[src/rtl/serrx_pkg.sv]
package serrx_pkg;
  typedef enum logic [2:0] {
    ST_IDLE,
    ST_START,
    ST_DATA,
    ST_PAR,
    ST_STOP1,
    ST_STOP2
  } rx_state_e;

  typedef struct packed {
    logic [7:0] data;
    logic       fe;
    logic       pe;
  } rx_item_t;

  localparam int unsigned ITEM_W = $bits(rx_item_t);
endpackage

[src/rtl/serrx_frame.sv]
module serrx_frame
  import serrx_pkg::*;
#(
  parameter int unsigned OVS = 16
) (
  input  logic     clk,
  input  logic     rst_n,
  input  logic     tick,
  input  logic     rx,
  input  logic     cfg_7bit,
  input  logic     cfg_par_en,
  input  logic     cfg_par_odd,
  input  logic     cfg_stop2,
  input  logic     hold,
  output logic     char_done,
  output rx_item_t char_item
);
  localparam int unsigned CW = $clog2(OVS);
  localparam logic [CW-1:0] MID  = CW'(OVS / 2 - 1);
  localparam logic [CW-1:0] LAST = CW'(OVS - 1);

  rx_state_e     state_q, state_d;
  logic [CW-1:0] cnt_q, cnt_d;
  logic [2:0]    bit_q, bit_d;
  logic [7:0]    shf_q, shf_d;
  logic          par_q, par_d;
  logic          fe_q, fe_d;
  logic          pe_q, pe_d;
  logic          done_d;
  logic [2:0]    last_bit;
  logic          total;

  assign last_bit = cfg_7bit ? 3'd6 : 3'd7;
  assign total    = par_q ^ rx;

  always_comb begin
    state_d = state_q;
    cnt_d   = cnt_q;
    bit_d   = bit_q;
    shf_d   = shf_q;
    par_d   = par_q;
    fe_d    = fe_q;
    pe_d    = pe_q;
    done_d  = 1'b0;
    if (tick) begin
      case (state_q)
        ST_IDLE: begin
          if (!rx && !hold) begin
            state_d = ST_START;
            cnt_d   = '0;
          end
        end
        ST_START: begin
          if (cnt_q == MID) begin
            cnt_d = '0;
            if (rx) begin
              state_d = ST_IDLE;
            end else begin
              state_d = ST_DATA;
              bit_d   = '0;
              par_d   = 1'b0;
              fe_d    = 1'b0;
              pe_d    = 1'b0;
            end
          end else begin
            cnt_d = cnt_q + 1'b1;
          end
        end
        ST_DATA: begin
          if (cnt_q == LAST) begin
            cnt_d = '0;
            shf_d = {rx, shf_q[7:1]};
            par_d = par_q ^ rx;
            if (bit_q == last_bit) begin
              state_d = cfg_par_en ? ST_PAR : ST_STOP1;
            end else begin
              bit_d = bit_q + 1'b1;
            end
          end else begin
            cnt_d = cnt_q + 1'b1;
          end
        end
        ST_PAR: begin
          if (cnt_q == LAST) begin
            cnt_d   = '0;
            pe_d    = cfg_par_odd ? ~total : total;
            state_d = ST_STOP1;
          end else begin
            cnt_d = cnt_q + 1'b1;
          end
        end
        ST_STOP1: begin
          if (cnt_q == LAST) begin
            cnt_d = '0;
            fe_d  = !rx;
            if (cfg_stop2) begin
              state_d = ST_STOP2;
            end else begin
              state_d = ST_IDLE;
              done_d  = 1'b1;
            end
          end else begin
            cnt_d = cnt_q + 1'b1;
          end
        end
        ST_STOP2: begin
          if (cnt_q == LAST) begin
            cnt_d   = '0;
            fe_d    = fe_q | !rx;
            state_d = ST_IDLE;
            done_d  = 1'b1;
          end else begin
            cnt_d = cnt_q + 1'b1;
          end
        end
        default: state_d = ST_IDLE;
      endcase
    end
  end

  always_ff @(posedge clk or negedge rst_n) begin
    if (!rst_n) begin
      state_q <= ST_IDLE;
      cnt_q   <= '0;
      bit_q   <= '0;
      shf_q   <= '0;
      par_q   <= 1'b0;
      fe_q    <= 1'b0;
      pe_q    <= 1'b0;
    end else begin
      state_q <= state_d;
      cnt_q   <= cnt_d;
      bit_q   <= bit_d;
      shf_q   <= shf_d;
      par_q   <= par_d;
      fe_q    <= fe_d;
      pe_q    <= pe_d;
    end
  end

  assign char_done      = done_d;
  assign char_item.data = cfg_7bit ? {1'b0, shf_q[7:1]} : shf_q;
  assign char_item.fe   = fe_d;
  assign char_item.pe   = pe_d;

  // a high line at the mid-start sample abandons the character
  a_r2_glitch_drop: assert property (@(posedge clk) disable iff (!rst_n)
    (state_q == ST_START && tick && cnt_q == MID && rx) |=> state_q == ST_IDLE);
  // no start while the break hold is active
  a_r10_no_start_in_hold: assert property (@(posedge clk) disable iff (!rst_n)
    (state_q == ST_IDLE && hold) |=> state_q == ST_IDLE);
  // a character completes only on an oversampling tick
  a_r5_done_on_tick: assert property (@(posedge clk) disable iff (!rst_n)
    char_done |-> tick);
endmodule

[src/rtl/serrx_fifo.sv]
module serrx_fifo #(
  parameter int unsigned W     = 10,
  parameter int unsigned DEPTH = 16
) (
  input  logic                       clk,
  input  logic                       rst_n,
  input  logic                       push,
  input  logic [W-1:0]               wdata,
  input  logic                       pop,
  output logic [W-1:0]               rdata,
  output logic [$clog2(DEPTH+1)-1:0] count,
  output logic                       full
);
  localparam int unsigned AW = $clog2(DEPTH);
  localparam int unsigned NW = $clog2(DEPTH + 1);
  localparam logic [NW-1:0] DEPTH_N = NW'(DEPTH);

  logic [W-1:0]  mem_q [DEPTH];
  logic [AW-1:0] wptr_q, wptr_d, rptr_q, rptr_d;
  logic [NW-1:0] cnt_q, cnt_d;
  logic          push_ok, pop_ok, empty;

  assign empty   = (cnt_q == '0);
  assign full    = (cnt_q == DEPTH_N);
  assign pop_ok  = pop && !empty;
  assign push_ok = push && (!full || pop_ok);

  always_comb begin
    wptr_d = wptr_q;
    rptr_d = rptr_q;
    cnt_d  = cnt_q;
    if (push_ok) wptr_d = (wptr_q == AW'(DEPTH - 1)) ? '0 : wptr_q + 1'b1;
    if (pop_ok)  rptr_d = (rptr_q == AW'(DEPTH - 1)) ? '0 : rptr_q + 1'b1;
    if (push_ok && !pop_ok)      cnt_d = cnt_q + 1'b1;
    else if (pop_ok && !push_ok) cnt_d = cnt_q - 1'b1;
  end

  always_ff @(posedge clk or negedge rst_n) begin
    if (!rst_n) begin
      wptr_q <= '0;
      rptr_q <= '0;
      cnt_q  <= '0;
    end else begin
      wptr_q <= wptr_d;
      rptr_q <= rptr_d;
      cnt_q  <= cnt_d;
    end
  end

  always_ff @(posedge clk) begin
    if (push_ok) mem_q[wptr_q] <= wdata;
  end

  assign rdata = mem_q[rptr_q];
  assign count = cnt_q;

  // the count never exceeds the depth
  a_r7_count_bound: assert property (@(posedge clk) disable iff (!rst_n)
    cnt_q <= DEPTH_N);
  // a push into a full queue without a pop leaves it full
  a_r8_full_no_grow: assert property (@(posedge clk) disable iff (!rst_n)
    (full && push && !pop) |=> (cnt_q == DEPTH_N && $stable(wptr_q)));
  // a pop on an empty queue changes nothing
  a_r6_empty_pop: assert property (@(posedge clk) disable iff (!rst_n)
    (empty && pop && !push) |=> (cnt_q == '0 && $stable(rptr_q)));
endmodule

[src/rtl/serrx_brk.sv]
module serrx_brk #(
  parameter int unsigned FTW = 8
) (
  input  logic           clk,
  input  logic           rst_n,
  input  logic           tick,
  input  logic           rx,
  input  logic           char_done,
  input  logic           char_fe,
  input  logic [FTW-1:0] frame_ticks,
  input  logic           clr,
  output logic           hold,
  output logic           brk
);
  logic           hold_q, hold_d;
  logic           brk_q, brk_d;
  logic [FTW-1:0] cnt_q, cnt_d;
  logic           low_tick;

  assign low_tick = hold_q && tick && !rx;

  always_comb begin
    hold_d = hold_q;
    cnt_d  = cnt_q;
    brk_d  = brk_q && !clr;
    if (char_done && char_fe && !rx) begin
      hold_d = 1'b1;
      cnt_d  = '0;
    end else if (hold_q && rx) begin
      hold_d = 1'b0;
      cnt_d  = '0;
    end else if (low_tick && cnt_q <= frame_ticks) begin
      cnt_d = cnt_q + 1'b1;
      if (cnt_q == frame_ticks) brk_d = 1'b1;
    end
  end

  always_ff @(posedge clk or negedge rst_n) begin
    if (!rst_n) begin
      hold_q <= 1'b0;
      brk_q  <= 1'b0;
      cnt_q  <= '0;
    end else begin
      hold_q <= hold_d;
      brk_q  <= brk_d;
      cnt_q  <= cnt_d;
    end
  end

  assign hold = hold_q;
  assign brk  = brk_q;

  // the break flag rises only while a framing-error low is held
  a_r9_brk_needs_hold: assert property (@(posedge clk) disable iff (!rst_n)
    $rose(brk_q) |-> $past(hold_q));
  // the break flag is sticky until cleared
  a_r9_brk_sticky: assert property (@(posedge clk) disable iff (!rst_n)
    (brk_q && !clr) |=> brk_q);
endmodule

[src/rtl/serrx_top.sv]
module serrx_top
  import serrx_pkg::*;
#(
  parameter int unsigned OVS   = 16,
  parameter int unsigned DEPTH = 16
) (
  input  logic                       clk,
  input  logic                       rst_n,
  input  logic                       tick16,
  input  logic                       rxd,
  input  logic                       cfg_7bit,
  input  logic                       cfg_par_en,
  input  logic                       cfg_par_odd,
  input  logic                       cfg_stop2,
  input  logic                       pop,
  input  logic                       clr_ovr,
  input  logic                       clr_brk,
  output logic [7:0]                 rd_data,
  output logic                       rd_fe,
  output logic                       rd_pe,
  output logic                       rd_valid,
  output logic [$clog2(DEPTH+1)-1:0] fill_cnt,
  output logic                       ovr_flag,
  output logic                       brk_flag
);
  localparam int unsigned MAX_BITS = 12;
  localparam int unsigned FTW      = $clog2(MAX_BITS * OVS + 2);
  localparam int unsigned NW       = $clog2(DEPTH + 1);

  logic           sync1_q, sync2_q;
  logic           char_done, hold, full;
  logic           ovr_q, ovr_d;
  rx_item_t       char_item, head;
  logic [3:0]     frame_bits;
  logic [FTW-1:0] frame_ticks;
  logic [NW-1:0]  count;

  always_ff @(posedge clk or negedge rst_n) begin
    if (!rst_n) begin
      sync1_q <= 1'b1;
      sync2_q <= 1'b1;
    end else begin
      sync1_q <= rxd;
      sync2_q <= sync1_q;
    end
  end

  assign frame_bits  = 4'd1 + (cfg_7bit ? 4'd7 : 4'd8) + {3'd0, cfg_par_en} + (cfg_stop2 ? 4'd2 : 4'd1);
  assign frame_ticks = FTW'(frame_bits * OVS);

  serrx_frame #(.OVS(OVS)) frame_i (
    .clk        (clk),
    .rst_n      (rst_n),
    .tick       (tick16),
    .rx         (sync2_q),
    .cfg_7bit   (cfg_7bit),
    .cfg_par_en (cfg_par_en),
    .cfg_par_odd(cfg_par_odd),
    .cfg_stop2  (cfg_stop2),
    .hold       (hold),
    .char_done  (char_done),
    .char_item  (char_item)
  );

  serrx_fifo #(.W(ITEM_W), .DEPTH(DEPTH)) fifo_i (
    .clk  (clk),
    .rst_n(rst_n),
    .push (char_done),
    .wdata(char_item),
    .pop  (pop),
    .rdata(head),
    .count(count),
    .full (full)
  );

  serrx_brk #(.FTW(FTW)) brk_i (
    .clk        (clk),
    .rst_n      (rst_n),
    .tick       (tick16),
    .rx         (sync2_q),
    .char_done  (char_done),
    .char_fe    (char_item.fe),
    .frame_ticks(frame_ticks),
    .clr        (clr_brk),
    .hold       (hold),
    .brk        (brk_flag)
  );

  always_comb begin
    ovr_d = ovr_q && !clr_ovr;
    if (char_done && full && !pop) ovr_d = 1'b1;
  end

  always_ff @(posedge clk or negedge rst_n) begin
    if (!rst_n) ovr_q <= 1'b0;
    else        ovr_q <= ovr_d;
  end

  assign rd_data  = head.data;
  assign rd_fe    = head.fe;
  assign rd_pe    = head.pe;
  assign rd_valid = (count != '0);
  assign fill_cnt = count;
  assign ovr_flag = ovr_q;

  // overrun is sticky until cleared
  a_r8_ovr_sticky: assert property (@(posedge clk) disable iff (!rst_n)
    (ovr_q && !clr_ovr) |=> ovr_q);
  // no character completes while the break hold is active
  a_r10_no_char_in_hold: assert property (@(posedge clk) disable iff (!rst_n)
    hold |-> !char_done);
endmodule

[config.mk]
export PLATFORM = sky130hd
export DESIGN_NAME = serrx_top
export DESIGN_NICKNAME = d
export VERILOG_FILES = /design/src/rtl/serrx_pkg.sv /design/src/rtl/serrx_frame.sv /design/src/rtl/serrx_fifo.sv /design/src/rtl/serrx_brk.sv /design/src/rtl/serrx_top.sv
export SDC_FILE = /design/constraint.sdc
export NUM_CORES = 1
export LEC_CHECK = 0
export BUFFER_PORTS_ARGS = -buffer_cell sky130_fd_sc_hd__buf_2
export CAP_MARGIN = 30
export CORE_MARGIN = 2
export CORE_UTILIZATION = 66
export CTS_CLUSTER_SIZE = 28
export DETAILED_ROUTE_END_ITERATION = 8
export PLACE_DENSITY = 0.81
export SLEW_MARGIN = 15
export SYNTH_ARGS = -nofsm -noshare
export SYNTH_HDL_FRONTEND = slang
export SYNTH_SLANG_ARGS = --single-unit
[constraint.sdc]
create_clock -name clk -period 6.1 [get_ports clk]
set_clock_uncertainty 0.2 [all_clocks]
set_input_delay 0.305 -clock clk [delete_from_list [all_inputs] [get_ports clk]]
set_output_delay 0.305 -clock clk [all_outputs]
set_load 0.01 [all_outputs]
==> reports/metrics.cfg <==
[synthesis]
synth.avg_cell_area_um2=16.6
synth_nets=575
ys_types=56
syn_area_mm2=0.00896
ys_seq_area_share_pct=66.8
synth_top_family_by_area=multiplexers
synth_edf_count=160
async_reset_ff_share_pct=22.7
yosys.area_share.simple_pct=5.74
synth-adder-area-share_pct=3.52
synth-compound-area-share_pct=5.54
ys.flop_type=edfxtp_1
synth.yosys.warnings=0
synth_cells=540
synthXorXnorAreaFrac_pct=1.37
synth.mux.area_fraction_pct=14.8
ys_ff_latch=207

[die]
coreArea_mm2=0.0132
ios=29
num_rows=42
die_x_um=121
die-area_mm2=0.0145
die_h_um=121
initial_core_util_pct=67.7

[sta]
setup_violations=0
fin_crit_ns=3.77
slew-limit-headroom_pct=44.4
fin_crit_sh_pct=61.8
fmax_ghz=0.265
fin_hold_ws_ns=0.0285
tightest_slew_ns=0.833
maxSlewViolCount=0
setup-tns-final_ns=0
layout_setup_ws_ns=2.33
rsz0062_at_grt=false
hold_viol=0

[route]
dr.pass1.iters=9
ant_nets=0
vias_per_cell=6.79
drc=0
vias=5312
routed_wl_um=22900
drtIter0Drc=797
wl_per_cell_um=29.3

[cts]
cts_root_buf=clkbuf_16
clkLatencyLatePin_ns=0.49
cts_buffers=21
htree_levels=1
path_clk_slew_ns=0.06
cts_tree=yes
cts_buffer_depth=3
clock-sinks=207
post_cts_buffers=0

[global_route]
grt_max_degree=48
track_usage_pct=31.5
grt_pass1_vias=5200
grt_pass1_wl_um=32700
overflow=0
antenna_found_initial=0

[placement]
routabilityCongestion=0.821
place_area_mm2=0.00934
hpwl_um=12300
port_buffers=28
dpl_worst_slack_ns=2.52

[worst_hold_path]
min_to=frame_i.state_q[2]$_DFFE_PN0P_
whs_path_depth=3
hp-class=in -> reg
min_from=cfg_stop2

[setup_path]
critical_path.max_fanout=25
critical_path.slowest_cell=dfrtp_2
crit_path_end_kind=output port
path_common_cell=mux4_2
r2r_setup_slack_ns=2.49
startpoint_type=register
slowest_delay_ns=0.91
r2r_cells=11
cp.required_ns=5.59
crit_chain=buf_4 -> mux4_2 -> mux4_2 -> buf_2
worstPathArrival_ns=3.27
reg2reg_to=fifo_i.count[4]$_DFFE_PN0P_
worstReg2RegStart=frame_i.state_q[1]$_DFFE_PN0P_
crit_type=reg -> out

[finish]
nets=627
final_area_mm2=0.0101
fillers=744
multi_input_area_mm2=0.00278
diodes=0
area_growth_pct=12.8
seqCellArea_mm2=0.00598
drive_above_1_share_pct=24.3

[power_and_ir_drop]
vdd_drop_max_mv=0.361
p_per_area_mw_per_mm2=397
p_leak_nw=3.52

[run]
drv_cap=0

[run_status]
run_status=complete, no violations

## synthesized netlist by cell type, drive strengths merged (4+ instances only)
| library cell | count | share of area (%) |
|---|---|---|
| or3 | 7 | 0.49 |
| dfrtp | 45 | 13 |
| nor3 | 10 | 0.56 |
| ha | 22 | 3.1 |
| nand2 | 30 | 1.3 |
| mux4 | 50 | 13 |
| nand3 | 11 | 0.61 |
| xnor2 | 10 | 0.98 |
| a21oi | 23 | 1.3 |
| a21o | 7 | 0.59 |
| buf | 10 | 0.64 |
| mux2 | 17 | 2.1 |
| nand2b | 5 | 0.35 |
| xor2 | 4 | 0.39 |
| nor2 | 24 | 1.0 |
| clkbuf | 16 | 0.67 |
| o21ai | 17 | 0.95 |
| inv | 22 | 0.92 |
| edfxtp | 160 | 54 |
## per-layer routing
| metal | GRT usage [%] | share of wire, % |
|---|---|---|
| met5 | 0 | 0 |
| met4 | 11.1 | 4.0 |
| met3 | 3.82 | 9.7 |
| met2 | 53.4 | 51 |
| met1 | 42.9 | 36 |
## sequential cells by signal (all words and copies together) (netlist names), 4 cells and up
name	flops
fifo_i.rptr_q	4
brk_i.cnt_q	8
fifo_i.mem_q	160
fifo_i.count	5
frame_i.cnt_q	4
fifo_i.wptr_q	4
frame_i.shf_q	8
## cell families (layout without fill, tap and decap cells)
| logic type | after synthesis | after routing |
|---|---|---|
| flip-flops | 207 | 207 |
| adder cells (fa/ha/maj) | 24 | 24 |
| AO/OA/AOI/OAI | 75 | 75 |
| AND/OR/NAND/NOR | 103 | 103 |
| XOR/XNOR | 14 | 14 |
| buffers and inverters | 49 | 115 |
| multiplexers | 68 | 68 |
## power breakdown
group          switching (W)  internal [W]  leakage (nW)  total (W)
registers           0.000194       0.00160          1.96    0.00179
logic               0.000457      0.000448          1.24   0.000905
clock network       0.000553      0.000761         0.329    0.00131
## cell usage in the layout (no fill, tap or decap), drive strengths merged, types with 6 or more instances in the layout
cell / count
mux4: 50
mux2: 17
clkbuf: 25
or3: 7
nand2: 30
dlygate4sd3: 6
buf: 49
clkinv: 8
nor3: 10
a21o: 7
o21ai: 17
inv: 22
a21oi: 23
nand3: 11
nor2: 24
ha: 22
xnor2: 10
dfrtp: 45
edfxtp: 160
## cell type report
| type | instances | share of cell area [%] |
|---|---|---|
| Timing Repair Buffer | 55 | 3.61 |
| Sequential cell | 207 | 59.2 |
| Multi-Input combinational cell | 284 | 27.5 |
| Clock buffer | 25 | 5.34 |
| Inverter | 23 | 0.854 |
| Clock inverter | 12 | 1.36 |
| Tap cell | 176 | 2.18 |
## metrics by stage
stage          utilization, %  power [W]  cells
2_1_floorplan               -    0.00244    540
3_3_place_gp             70.4    0.00265    734
3_5_place_dp             70.5    0.00269    735
4_1_cts                  76.1    0.00397    778
5_1_grt                  76.4    0.00415    782
6_report                 76.4    0.00401    782
## worst max-delay path, delay by kind of cell, from the launching register on
family / cells / cell delay, ns
buffers and inverters: 2 / 0.70
muxes: 2 / 1.13
DFF: 1 / 0.91
## repair_timing
action,4_1_cts,5_1_grt
endpoints found under the hold margin,50,0
gates resized for setup,0,0
hold buffers,6,0
## worst max path at each step
stage / start / slack, ns / to
final: fifo_i.rptr_q[0]$_DFFE_PN0P_ / 2.33 / rd_data[2]
after global routing: frame_i.cnt_q[0]$_DFFE_PN0P_ / 2.17 / fifo_i.count[4]$_DFFE_PN0P_
after CTS: fifo_i.rptr_q[0]$_DFFE_PN0P_ / 2.32 / rd_data[2]
after detailed placement: cfg_7bit / 2.52 / brk_i.cnt_q[7]$_DFFE_PN0P_
after global placement: frame_i.state_q[1]$_DFFE_PN0P_ / 2.65 / fifo_i.count[4]$_DFFE_PN0P_
after floorplan: cfg_par_en / 2.99 / brk_i.cnt_q[7]$_DFFE_PN0P_
(Power assumes the default switching activity.)
